### config.mk
export PLATFORM = sky130hd
export DESIGN_NAME = periodic_tick_timer
export DESIGN_NICKNAME = d
export VERILOG_FILES = /design/src/rtl/tick_timer_pkg.sv /design/src/rtl/tt_decode.sv /design/src/rtl/tt_prescaler.sv /design/src/rtl/tt_flags.sv /design/src/rtl/tt_readback.sv /design/src/rtl/periodic_tick_timer.sv
export SDC_FILE = /design/constraint.sdc
export NUM_CORES = 1
export LEC_CHECK = 0
export BUFFER_PORTS_ARGS = -buffer_cell sky130_fd_sc_hd__buf_4
export CORE_UTILIZATION = 35
export CTS_BUF_LIST = sky130_fd_sc_hd__clkbuf_4
export DETAILED_ROUTE_END_ITERATION = 8
export RECOVER_POWER = 100
export SETUP_SLACK_MARGIN = 0.2
export SYNTH_ARGS = -nofsm -noshare
export SYNTH_HDL_FRONTEND = slang
export SYNTH_HIERARCHICAL = 1
export SYNTH_SLANG_ARGS = --single-unit
### constraint.sdc
create_clock -name clk -period 2.01 [get_ports clk]
set_clock_uncertainty 0.05 [all_clocks]
set_input_delay 0.1005 -clock clk [delete_from_list [all_inputs] [get_ports clk]]
set_output_delay 0.1005 -clock clk [all_outputs]
set_load 0.03 [all_outputs]
### src/rtl/tick_timer_pkg.sv
package tick_timer_pkg;

  localparam int ADDR_W = 2;
  localparam int DATA_W = 16;

  typedef enum logic [ADDR_W-1:0] {
    OFS_ZERO    = 2'd0,
    OFS_RESTART = 2'd1,
    OFS_STATUS  = 2'd2,
    OFS_CONTROL = 2'd3
  } tt_offset_e;

  // status word layout
  localparam int BIT_ENABLE = 0;
  localparam int BIT_READY  = 3;
  // control write: clears ready when set
  localparam int BIT_CLEAR  = 13;

  typedef struct packed {
    logic ready;
    logic enable;
  } tt_flags_t;

  typedef struct packed {
    logic             restart;
    logic             ctl_wr;
    logic             rd;
    tt_offset_e       rd_sel;
  } tt_decode_t;

endpackage

### src/rtl/tt_decode.sv
module tt_decode
  import tick_timer_pkg::*;
(
  input  logic              sel,
  input  logic              we,
  input  logic [ADDR_W-1:0] addr,
  output tt_decode_t        dec
);

  tt_offset_e ofs;

  always_comb begin
    ofs         = tt_offset_e'(addr);
    dec.restart = 1'b0;
    dec.ctl_wr  = 1'b0;
    dec.rd      = sel & ~we;
    dec.rd_sel  = ofs;
    if (sel) begin
      unique case (ofs)
        OFS_RESTART: dec.restart = 1'b1;
        OFS_CONTROL: begin
          if (we) begin
            dec.restart = 1'b1;
            dec.ctl_wr  = 1'b1;
          end
        end
        default: ;
      endcase
    end
  end

endmodule

### src/rtl/tt_prescaler.sv
module tt_prescaler #(
  parameter int PERIOD = 2_000_000,
  localparam int CNT_W = (PERIOD > 2) ? $clog2(PERIOD) : 1
) (
  input  logic             clk,
  input  logic             rst,
  input  logic             restart,
  output logic             tick,
  output logic [CNT_W-1:0] count
);

  localparam logic [CNT_W-1:0] LAST = CNT_W'(PERIOD - 1);

  logic [CNT_W-1:0] cnt_q;

  assign tick  = (cnt_q == LAST);
  assign count = cnt_q;

  always_ff @(posedge clk) begin
    if (rst) begin
      cnt_q <= '0;
    end else if (restart || tick) begin
      cnt_q <= '0;
    end else begin
      cnt_q <= cnt_q + 1'b1;
    end
  end

endmodule

### src/rtl/tt_flags.sv
module tt_flags
  import tick_timer_pkg::*;
(
  input  logic              clk,
  input  logic              rst,
  input  logic              tick,
  input  logic              ctl_wr,
  input  logic [DATA_W-1:0] wdata,
  output tt_flags_t         flags,
  output logic              irq
);

  tt_flags_t flags_q;
  logic      irq_q;

  always_ff @(posedge clk) begin
    if (rst) begin
      flags_q <= '0;
      irq_q   <= 1'b0;
    end else begin
      // request uses the enable held before this edge
      irq_q <= tick & flags_q.enable;
      if (ctl_wr) begin
        flags_q.enable <= wdata[BIT_ENABLE];
      end
      // a tick on the same edge outranks the clear
      if (tick) begin
        flags_q.ready <= 1'b1;
      end else if (ctl_wr && wdata[BIT_CLEAR]) begin
        flags_q.ready <= 1'b0;
      end
    end
  end

  assign flags = flags_q;
  assign irq   = irq_q;

endmodule

### src/rtl/tt_readback.sv
module tt_readback
  import tick_timer_pkg::*;
(
  input  logic              clk,
  input  logic              rst,
  input  logic              rd,
  input  tt_offset_e        rd_sel,
  input  tt_flags_t         flags,
  output logic [DATA_W-1:0] rdata
);

  logic [DATA_W-1:0] word;
  logic [DATA_W-1:0] rdata_q;

  always_comb begin
    word = '0;
    if (rd_sel == OFS_STATUS) begin
      word[BIT_READY]  = flags.ready;
      word[BIT_ENABLE] = flags.enable;
    end
  end

  always_ff @(posedge clk) begin
    if (rst) begin
      rdata_q <= '0;
    end else begin
      rdata_q <= rd ? word : '0;
    end
  end

  assign rdata = rdata_q;

endmodule

### src/rtl/periodic_tick_timer.sv
module periodic_tick_timer
  import tick_timer_pkg::*;
#(
  parameter int SYS_CLK_HZ = 100_000_000,
  parameter int TICK_HZ    = 50,
  parameter int IRQ_LVL_W  = 4,
  parameter int IRQ_LEVEL  = 13
) (
  input  logic                 clk,
  input  logic                 rst,
  input  logic                 bus_sel,
  input  logic                 bus_we,
  input  logic [1:0]           bus_addr,
  input  logic [15:0]          bus_wdata,
  output logic [15:0]          bus_rdata,
  output logic                 irq_req,
  output logic [IRQ_LVL_W-1:0] irq_level
);

  localparam int PERIOD = SYS_CLK_HZ / TICK_HZ;
  localparam int CNT_W  = (PERIOD > 2) ? $clog2(PERIOD) : 1;

  tt_decode_t       dec;
  tt_flags_t        flags;
  logic             tick;
  logic [CNT_W-1:0] count;

  tt_decode u_dec (
    .sel  (bus_sel),
    .we   (bus_we),
    .addr (bus_addr),
    .dec  (dec)
  );

  tt_prescaler #(.PERIOD(PERIOD)) u_pre (
    .clk     (clk),
    .rst     (rst),
    .restart (dec.restart),
    .tick    (tick),
    .count   (count)
  );

  tt_flags u_flags (
    .clk    (clk),
    .rst    (rst),
    .tick   (tick),
    .ctl_wr (dec.ctl_wr),
    .wdata  (bus_wdata),
    .flags  (flags),
    .irq    (irq_req)
  );

  tt_readback u_rb (
    .clk    (clk),
    .rst    (rst),
    .rd     (dec.rd),
    .rd_sel (dec.rd_sel),
    .flags  (flags),
    .rdata  (bus_rdata)
  );

  assign irq_level = IRQ_LVL_W'(IRQ_LEVEL);

endmodule

==> impl_metrics.py, run 1 <==
metrics = {
    "run_status": {
        "status": "completed",
    },
    "floorplanning": {
        "core_area_um2": 3689,
        "die_width_um": 64.08,
        "ios": 43,
        "dieArea_um2": 4106,
        "rows": 22,
        "die_h_um": 64.08,
        "initial_core_util_pct": 36.57,
    },
    "synth": {
        "synthFlopType": "dfxtp_1",
        "syn_area_um2": 1349,
        "yosysTopAreaCell": "dfxtp_1",
        "synth_cells": 154,
        "synthArstFlopShare_pct": 0,
        "yosysUniqueCellTypes": 34,
        "synth_edf_count": 0,
        "syn_area_per_cell_um2": 8.758,
        "synth_top_area_share_pct": 38.59,
        "synthTopCellsByArea": "dfxtp_1, buf_4, nor2_1",
        "ys_seq_area_share_pct": 38.59,
        "ys_seq_elements": 26,
        "yosys_warnings": 6,
    },
    "drt": {
        "drt_wl_total_um": 2389,
        "wl_met3_um": 57,
        "top_layer": "met4",
        "wl_met1_um": 1097,
        "drtPass1Iterations": 4,
        "route.detailed.drc": 0,
        "routed-wl-met2_um": 1216,
        "viasPerCell": 4.736,
        "vias": 1004,
        "drt_iter0_drc": 17,
        "ant_nets": 0,
        "wl_per_cell_um": 11.27,
    },
    "layout": {
        "seq_area_um2": 520.5,
        "syn_to_final_growth_pct": 7.792,
        "final_nets": 188,
        "drive_above_1_share_pct": 14.02,
        "final_design_area_no_fill_um2": 1454,
        "finalNonFillerCells": 212,
        "antenna_cells": 0,
        "multi_input_comb_area_um2": 696.9,
        "fill_cells": 398,
    },
    "sta": {
        "slew_violations": 0,
        "hold_viol": 0,
        "fmax_mhz": 573.4,
        "setup_slack_ps": 266.0,
        "setup_viol": 0,
        "period_minus_slack_ps": 1744,
        "whs_ps": 183.7,
        "rsz0062_at_grt": "yes",
        "fin_tns_setup_ps": 0,
        "period_share_pct": 86.77,
    },
    "worst_hold_path": {
        "hp-class": "input port to register",
    },
    "global_routing": {
        "track_usage_pct": 12.64,
        "grt_max_degree": 22,
        "grt_pass1_vias": 967,
        "grt_antenna_before_repair": 0,
        "grt_overflow": 0,
        "grt_pass1_wl_um": 4174,
    },
    "clock_network": {
        "clock-sinks": 26,
        "cts_setup_buffers": 0,
        "path_clk_slew_ps": 140,
        "cts_buffers": 3,
        "tritoncts": "done",
        "cts_buffer_depth": 2,
        "root_buffer": "clkbuf_4",
        "h-tree-depth": 1,
        "worstSkewPairLatency_ps": 320,
    },
    "worst_setup_path": {
        "cp-end-kind": "register",
        "start_kind": "register",
        "critical_path_class": "register to register",
        "critPathMaxFanout": 21,
        "arrival_ps": 1910,
        "worst_ep_required_time_ps": 2180,
    },
    "placement": {
        "hpwlAfterDp_um": 1740,
        "preCtsSetupSlack_ps": 317.8,
        "io_buffer_count": 10,
        "placed_cell_area_um2": 1383,
        "placedCellCount": 205,
        "place_congestion": 0.7815,
    },
    "pwr": {
        "power_density_nw_per_um2": 664.3,
        "p_leak_nw": 0.5689,
        "peakVddDrop_uv": 415.6,
    },
    "job": {
        "maxCapViolations": 0,
    },
}
[critical path, stage by stage (launching register included)]
cell and delay [ps]:
dfxtp_1 410, ha_1 200, and3_1 270, nand3_1 170, o21ai_1 250, buf_6 230, a21oi_1 60
[area by class of cell]
cell class | instances | area share, %
Clock buffer | 3 | 1.549
Clock inverter | 1 | 2.065
Inverter | 4 | 1.033
Multi-Input combinational cell | 115 | 47.93
Sequential cell | 26 | 35.80
Tap cell | 48 | 4.131
Timing Repair Buffer | 15 | 7.487
[through the flow]
stage | total power [mW] | utilization [%]
2_1_floorplan | 0.6286 | -
3_3_place_gp | 0.6160 | 37.48
3_5_place_dp | 0.6179 | 37.48
4_1_cts | 0.9782 | 39.72
5_1_grt | 1.007 | 39.42
6_report | 0.9659 | 39.42
[synth_stat cells (2+ instances only)]
library cell	n
xor2_1	8
o21ai_0	5
or4_1	2
inv_1	4
and3_1	4
nand2_1	8
o31ai_1	3
and2_2	2
buf_2	3
nor2_1	19
buf_4	21
nand3_1	8
and4_1	3
dfxtp_1	26
a21oi_2	2
conb_1	3
xnor2_1	3
nand4_1	3
nor4b_1	2
or3_1	5
a21oi_1	7
[path summary, 6_finish.rpt]
check,startpoint,endpoint,slack [ps],depth (start not counted)
setup / recovery,u_pre/count[0],u_pre/count[18],270,6
hold / removal,bus_addr[1],u_flags/flags[1],180,4
setup reg to reg,u_pre/count[0],u_pre/count[18],270,6
hold reg to reg,u_flags/flags[0],u_flags/irq,420,2
[state kept, by name, indices dropped and copies added, names as in the netlist]
name,count
u_flags/irq,1
u_rb/rdata,2
u_pre/count,21
u_flags/flags,2
[placed cells by master, fill, tap and decap left out, types with 2 or more instances in the layout]
cell type / instances
or4_1: 2
o31ai_1: 3
nand4_1: 3
o21ai_0: 5
a21oi_1: 7
clkbuf_4: 4
and2_2: 2
buf_4: 6
conb_1: 18
and3_1: 4
inv_1: 4
dlygate4sd3_1: 3
clkbuf_1: 4
nand3_1: 8
nor2_1: 19
or3_1: 5
nor4b_1: 2
a21oi_2: 2
nand2_1: 8
and4_1: 3
xnor2_1: 3
dfxtp_1: 26
xor2_1: 8
[layer usage]
| layer | global-route usage (%) | vias to the layer above |
|---|---|---|
| li1 | - | 512 |
| met1 | 14.64 | 479 |
| met2 | 23.40 | 11 |
| met3 | 1.786 | 2 |
| met4 | 4.261 | 0 |
| met5 | 0 | - |
[power breakdown]
group          switching (mW)  total, mW  internal (mW)  leakage (nW)
Combinational          0.0655     0.0867         0.0212         0.331
Clock                   0.153      0.354          0.202        0.0279
Sequential            0.00475      0.525          0.520         0.210
Total                   0.223      0.966          0.743         0.569
[cells by family after synthesis]
family | synth area share [%]
simple gates | 28.94
buf+inv | 13.91
flops | 38.59
compound gates | 8.904
xor+xnor | 7.143
other cells | 0.8348
fa+ha+maj | 0.9275
mux | 0.7421
[timing repair]
action | 4_1_cts | 5_1_grt
resized for setup | 0 | 1
setup endpoints to repair | 0 | 21
hold buffers | 3 | 0
endpoints found under the hold margin | 3 | 0
Power figures use the tool's default switching activity.
==> run 2: changes to the inputs <==
--- a/config.mk
+++ b/config.mk
@@ -9,8 +9,10 @@
 export CORE_UTILIZATION = 35
 export CTS_BUF_LIST = sky130_fd_sc_hd__clkbuf_4
 export DETAILED_ROUTE_END_ITERATION = 8
+export PLACE_DENSITY = 0.63
 export RECOVER_POWER = 100
 export SETUP_SLACK_MARGIN = 0.2
+export SKIP_LAST_GASP = 1
 export SYNTH_ARGS = -nofsm -noshare
 export SYNTH_HDL_FRONTEND = slang
 export SYNTH_HIERARCHICAL = 1
==> constraint.sdc (replaced) <==
create_clock -name clk -period 1.7 [get_ports clk]
set_clock_uncertainty 0.05 [all_clocks]
set_input_delay 0.085 -clock clk [delete_from_list [all_inputs] [get_ports clk]]
set_output_delay 0.085 -clock clk [all_outputs]
set_load 0.03 [all_outputs]
==> impl_metrics.py, run 2 (synthesized netlist as in run 1, its figures left out) <==
metrics = {
    "worst_hold_path": {
        "whs_path_depth": 4,
        "min_from": "bus_addr[1]",
        "hp-class": "input port to register",
        "min_to": "u_flags/flags[1]",
    },
    "clock_network": {
        "clock-sinks": 26,
        "worstSkewPairLatency_ps": 320,
        "h-tree-depth": 1,
        "root_buffer": "clkbuf_4",
        "cts_buffer_depth": 2,
        "cts_buffers": 3,
        "tritoncts": "done",
        "path_clk_slew_ps": 130,
    },
    "worst_setup_path": {
        "worstReg2RegEnd": "u_flags/flags[1]",
        "r2r_slack_ps": 180,
        "start_kind": "register",
        "reg2regPathDepth": 7,
        "cp_slowest_cell": "dfxtp_4",
        "critPathMaxFanout": 4,
        "critical_path_class": "register to register",
        "cp-end-kind": "register",
        "worst_ep_required_time_ps": 1880,
        "arrival_ps": 1710,
        "path_cells": "ha_4, and3_4, buf_6, nand3_4, nor2_1, inv_1, a311oi_2",
        "timing.rr.start": "u_pre/count[0]",
        "slowest_delay_ps": 390,
        "cp_top_family": "simple AND/OR/NAND/NOR gates",
        "crit_buf_inv": 2,
    },
    "global_routing": {
        "track_usage_pct": 13.22,
        "grt_overflow": 0,
        "grt_max_degree": 22,
        "grt_pass1_vias": 1012,
        "grt_pass1_wl_um": 4209,
        "grt_antenna_before_repair": 0,
    },
    "pwr": {
        "seqPwrFrac_pct": 61.9,
        "p_total_mw": 0.9882,
        "p_leak_nw": 0.6670,
        "peakVddDrop_uv": 263.8,
        "swShare_pct": 26.62,
        "p_clk_share_pct": 26.0,
        "power_density_nw_per_um2": 583.3,
        "p_sw_mw": 0.2630,
        "power_frac_comb_pct": 12.1,
        "power.internal_mw": 0.7252,
    },
    "sta": {
        "fmax_mhz": 656.7,
        "period_share_pct": 89.57,
        "fin_tns_setup_ps": 0,
        "period_minus_slack_ps": 1523,
        "slew_violations": 0,
        "setup_viol": 0,
        "rsz0062_at_grt": "yes",
        "hold_viol": 0,
    },
    "drt": {
        "route.detailed.drc": 0,
        "drt_iter0_drc": 11,
        "drtPass1Iterations": 4,
        "ant_nets": 0,
        "vias": 1084,
        "drt_wl_total_um": 2772,
        "wl_per_cell_um": 12.38,
        "viasPerCell": 4.839,
    },
    "layout": {
        "syn_to_final_growth_pct": 25.60,
        "final_cell_mix": "nor2_1, conb_1, buf_4",
        "final_design_area_no_fill_um2": 1694,
        "final_common_cell": "nor2_1",
        "fin_util_pct": 45.93,
        "final_nets": 201,
        "drive_above_1_share_pct": 38.64,
        "antenna_cells": 0,
        "largest_reg_flops": 21,
    },
    "run_status": {
        "status": "completed",
    },
    "placement": {
        "hpwlAfterDp_um": 1844,
        "placed_cell_area_um2": 1434,
        "io_buffer_count": 10,
        "place_congestion": 0.7241,
    },
    "floorplanning": {
        "die_width_um": 64.08,
        "dieArea_um2": 4106,
        "die_h_um": 64.08,
        "rows": 22,
        "initial_core_util_pct": 36.57,
        "ios": 43,
        "core_area_um2": 3689,
    },
    "job": {
        "maxCapViolations": 0,
    },
}
-- run 2: repair_timing --
item / in CTS / in global routing
gates resized for setup: 32 / 22
buffers inserted: 1 / 8
endpoints found under the hold margin: 3 / 0
pin swaps: 6 / 5
hold buffers: 3 / 0
endpoints found under the setup margin: 23 / 22
-- run 2: cell type report --
cell class	count	area [um^2]
multi-input combinational	115	810.8
clock buffer	3	22.52
sequential	26	559.3
timing repair buffer	28	226.5
inverter	4	15.01
fill	373	1994
tap	48	60.06
-- run 2: routing by layer --
layer  vias to the layer above  GRT usage [%]  part of all wire, %
li1                        534              -                    -
met1                       535          13.48                   44
met2                        13          25.80                   53
met3                         2          2.143                  2.0
met4                         0          5.966                 0.76
met5                         -              0                    0
-- run 2: power by group through the flow --
stage	sequential (mW)	clock, mW	combinational, mW
after detailed placement	0.633	0	0.107
after floorplan	0.633	0	0.113
final	0.612	0.257	0.119
after global routing	0.614	0.303	0.130
after global placement	0.633	0	0.104
after CTS	0.621	0.273	0.116
-- run 2: worst max-delay path by stage --
stage | startpoint | to | slack [ps] | cells past startpoint
after CTS | u_pre/count[0] | u_pre/count[20] | 200 | 6
after global placement | u_pre/count[4] | u_flags/flags[1] | 110 | 5
after detailed placement | u_pre/count[4] | u_flags/flags[1] | 60 | 5
final | u_pre/count[0] | u_flags/flags[1] | 180 | 7
after floorplan | u_pre/count[0] | u_pre/count[20] | 220 | 6
after global routing | u_pre/count[0] | u_flags/flags[1] | 80 | 7
-- run 2: metrics by stage --
stage / setup slack [ps] / hold WS [ps] / cells
floorplan: 216.3 / 106.6 / 169
global placement: 114.9 / 242.9 / 209
detailed placement: 63.54 / 244.2 / 209
CTS: 201.6 / 168.2 / 216
global route: 81.23 / 176.8 / 224
finish: 177.3 / 183.3 / 224
-- run 2: worst register-to-register path: stages, from the launching register on --
cell and delay [ps]:
dfxtp_4 390, ha_4 130, and3_4 190, buf_6 100, nand3_4 60, nor2_1 220
inv_1 80, a311oi_2 230
==> run 3: changes to the inputs <==
--- a/config.mk
+++ b/config.mk
@@ -10,7 +10,6 @@
 export CTS_BUF_LIST = sky130_fd_sc_hd__clkbuf_4
 export DETAILED_ROUTE_END_ITERATION = 8
 export PLACE_DENSITY = 0.63
-export RECOVER_POWER = 100
 export SETUP_SLACK_MARGIN = 0.2
 export SKIP_LAST_GASP = 1
 export SYNTH_ARGS = -nofsm -noshare
==> impl_metrics.py, run 3 (synthesized netlist as in run 1, its figures left out) <==
metrics = {
    "global_routing": {
        "grt_pass1_vias": 1012,
        "grt_overflow": 0,
        "grt_max_degree": 22,
        "track_usage_pct": 13.22,
        "grt_antenna_before_repair": 0,
        "grt_pass1_wl_um": 4209,
    },
    "placement": {
        "place_congestion": 0.7241,
        "io_buffer_count": 10,
        "hpwlAfterDp_um": 1844,
        "placedCellCount": 209,
    },
    "floorplanning": {
        "die_h_um": 64.08,
        "dieArea_um2": 4106,
        "die_width_um": 64.08,
        "initial_core_util_pct": 36.57,
        "rows": 22,
        "ios": 43,
        "core_area_um2": 3689,
    },
    "drt": {
        "drt_wl_total_um": 2760,
        "drtPass1Iterations": 4,
        "viasPerCell": 4.879,
        "drt_iter0_drc": 12,
        "vias": 1093,
        "wl_per_cell_um": 12.32,
        "ant_nets": 0,
        "route.detailed.drc": 0,
    },
    "clock_network": {
        "cts_buffer_depth": 2,
        "tritoncts": "done",
        "path_clk_slew_ps": 130,
        "cts_buffers": 3,
        "clock-sinks": 26,
        "worstSkewPairLatency_ps": 320,
        "h-tree-depth": 1,
        "root_buffer": "clkbuf_4",
    },
    "layout": {
        "final_cell_mix": "buf_4, conb_1, nor2_1",
        "final_nets": 201,
        "antenna_cells": 0,
        "largest_reg_flops": 21,
        "finalNonFillerCells": 224,
        "drive_above_1_share_pct": 43.18,
        "final_common_cell": "buf_4",
        "syn_to_final_growth_pct": 28.11,
    },
    "sta": {
        "fmax_mhz": 653.1,
        "slew_violations": 0,
        "fin_tns_setup_ps": 0,
        "hold_viol": 0,
        "period_share_pct": 90.07,
        "setup_viol": 0,
        "period_minus_slack_ps": 1531,
        "rsz0062_at_grt": "yes",
    },
    "pwr": {
        "peakVddDrop_uv": 264.1,
        "power_density_nw_per_um2": 573.8,
        "p_leak_nw": 0.6850,
    },
    "worst_setup_path": {
        "start_kind": "register",
        "path_cells": "ha_4, and3_4, buf_6, nand3_4, or3_4, a21oi_2",
        "worst_ep_required_time_ps": 1910,
        "slowest_delay_ps": 400,
        "crit_buf_inv": 1,
        "cp-end-kind": "register",
        "cp_slowest_cell": "or3_4",
        "cp_top_family": "simple AND/OR/NAND/NOR gates",
        "critPathMaxFanout": 4,
        "arrival_ps": 1740,
        "critical_path_class": "register to register",
    },
    "job": {
        "maxCapViolations": 0,
    },
    "worst_hold_path": {
        "hp-class": "input port to register",
    },
    "run_status": {
        "status": "completed",
    },
}
[run 3: cell count changes in the layout (fill, tap and decap cells not counted), sizes merged]
cell / change
clkbuf: -5
buf: +5
[run 3: worst reg2reg max path: stages, from the launching register on]
cell and delay, ps:
dfxtp_4 390, ha_4 130, and3_4 190, buf_6 100
nand3_4 80, or3_4 400, a21oi_2 140
[run 3: layer usage]
layer,up-vias,part of all wire (%),GRT usage [%],routed length [um]
met1,536,43,13.48,1188
met3,2,2.5,2.143,68
met5,-,0,0,0
met2,19,54,25.80,1482
li1,536,-,-,-
met4,0,0.76,5.966,21
[run 3: layout make-up]
cell class / instances / area [um^2]
Fill cell: 364 / 1961
Tap cell: 48 / 60.06
Clock buffer: 3 / 22.52
Inverter: 4 / 15.01
Sequential cell: 26 / 559.3
Timing Repair Buffer: 28 / 241.5
Multi-Input combinational cell: 115 / 829.5
[run 3: report_power, final]
part           total, mW  switching (mW)  internal [mW]
clock network      0.258           0.175         0.0829
logic              0.122          0.0831         0.0385
registers          0.612         0.00667          0.605
[run 3: worst paths after layout]
check | cells past startpoint | endpoint | startpoint | slack, ps
hold / removal | 4 | u_flags/flags[1] | bus_addr[1] | 180
setup / recovery | 6 | u_pre/count[20] | u_pre/count[0] | 170
hold reg to reg | 2 | u_flags/irq | u_flags/flags[0] | 390
setup reg to reg | 6 | u_pre/count[20] | u_pre/count[0] | 170
[run 3: repair_timing]
item,CTS,global route
resized for setup,32,22
setup buffers,1,8
setup endpoints to repair,23,22
endpoints found under the hold margin,3,0
hold buffers,3,0
pin swaps,6,5
[run 3: metrics by stage]
step	total power [mW]	util, %	hold slack (ps)	worst slack (ps)	instance area, um^2
after floorplan	0.7459	-	106.6	216.3	1421
after global placement	0.7368	38.87	242.9	114.9	1434
after detailed placement	0.7396	38.87	244.2	63.54	1434
after CTS	1.011	43.11	168.2	201.6	1590
after global routing	1.050	46.85	176.8	126.2	1728
final	0.9914	46.85	181.8	168.8	1728
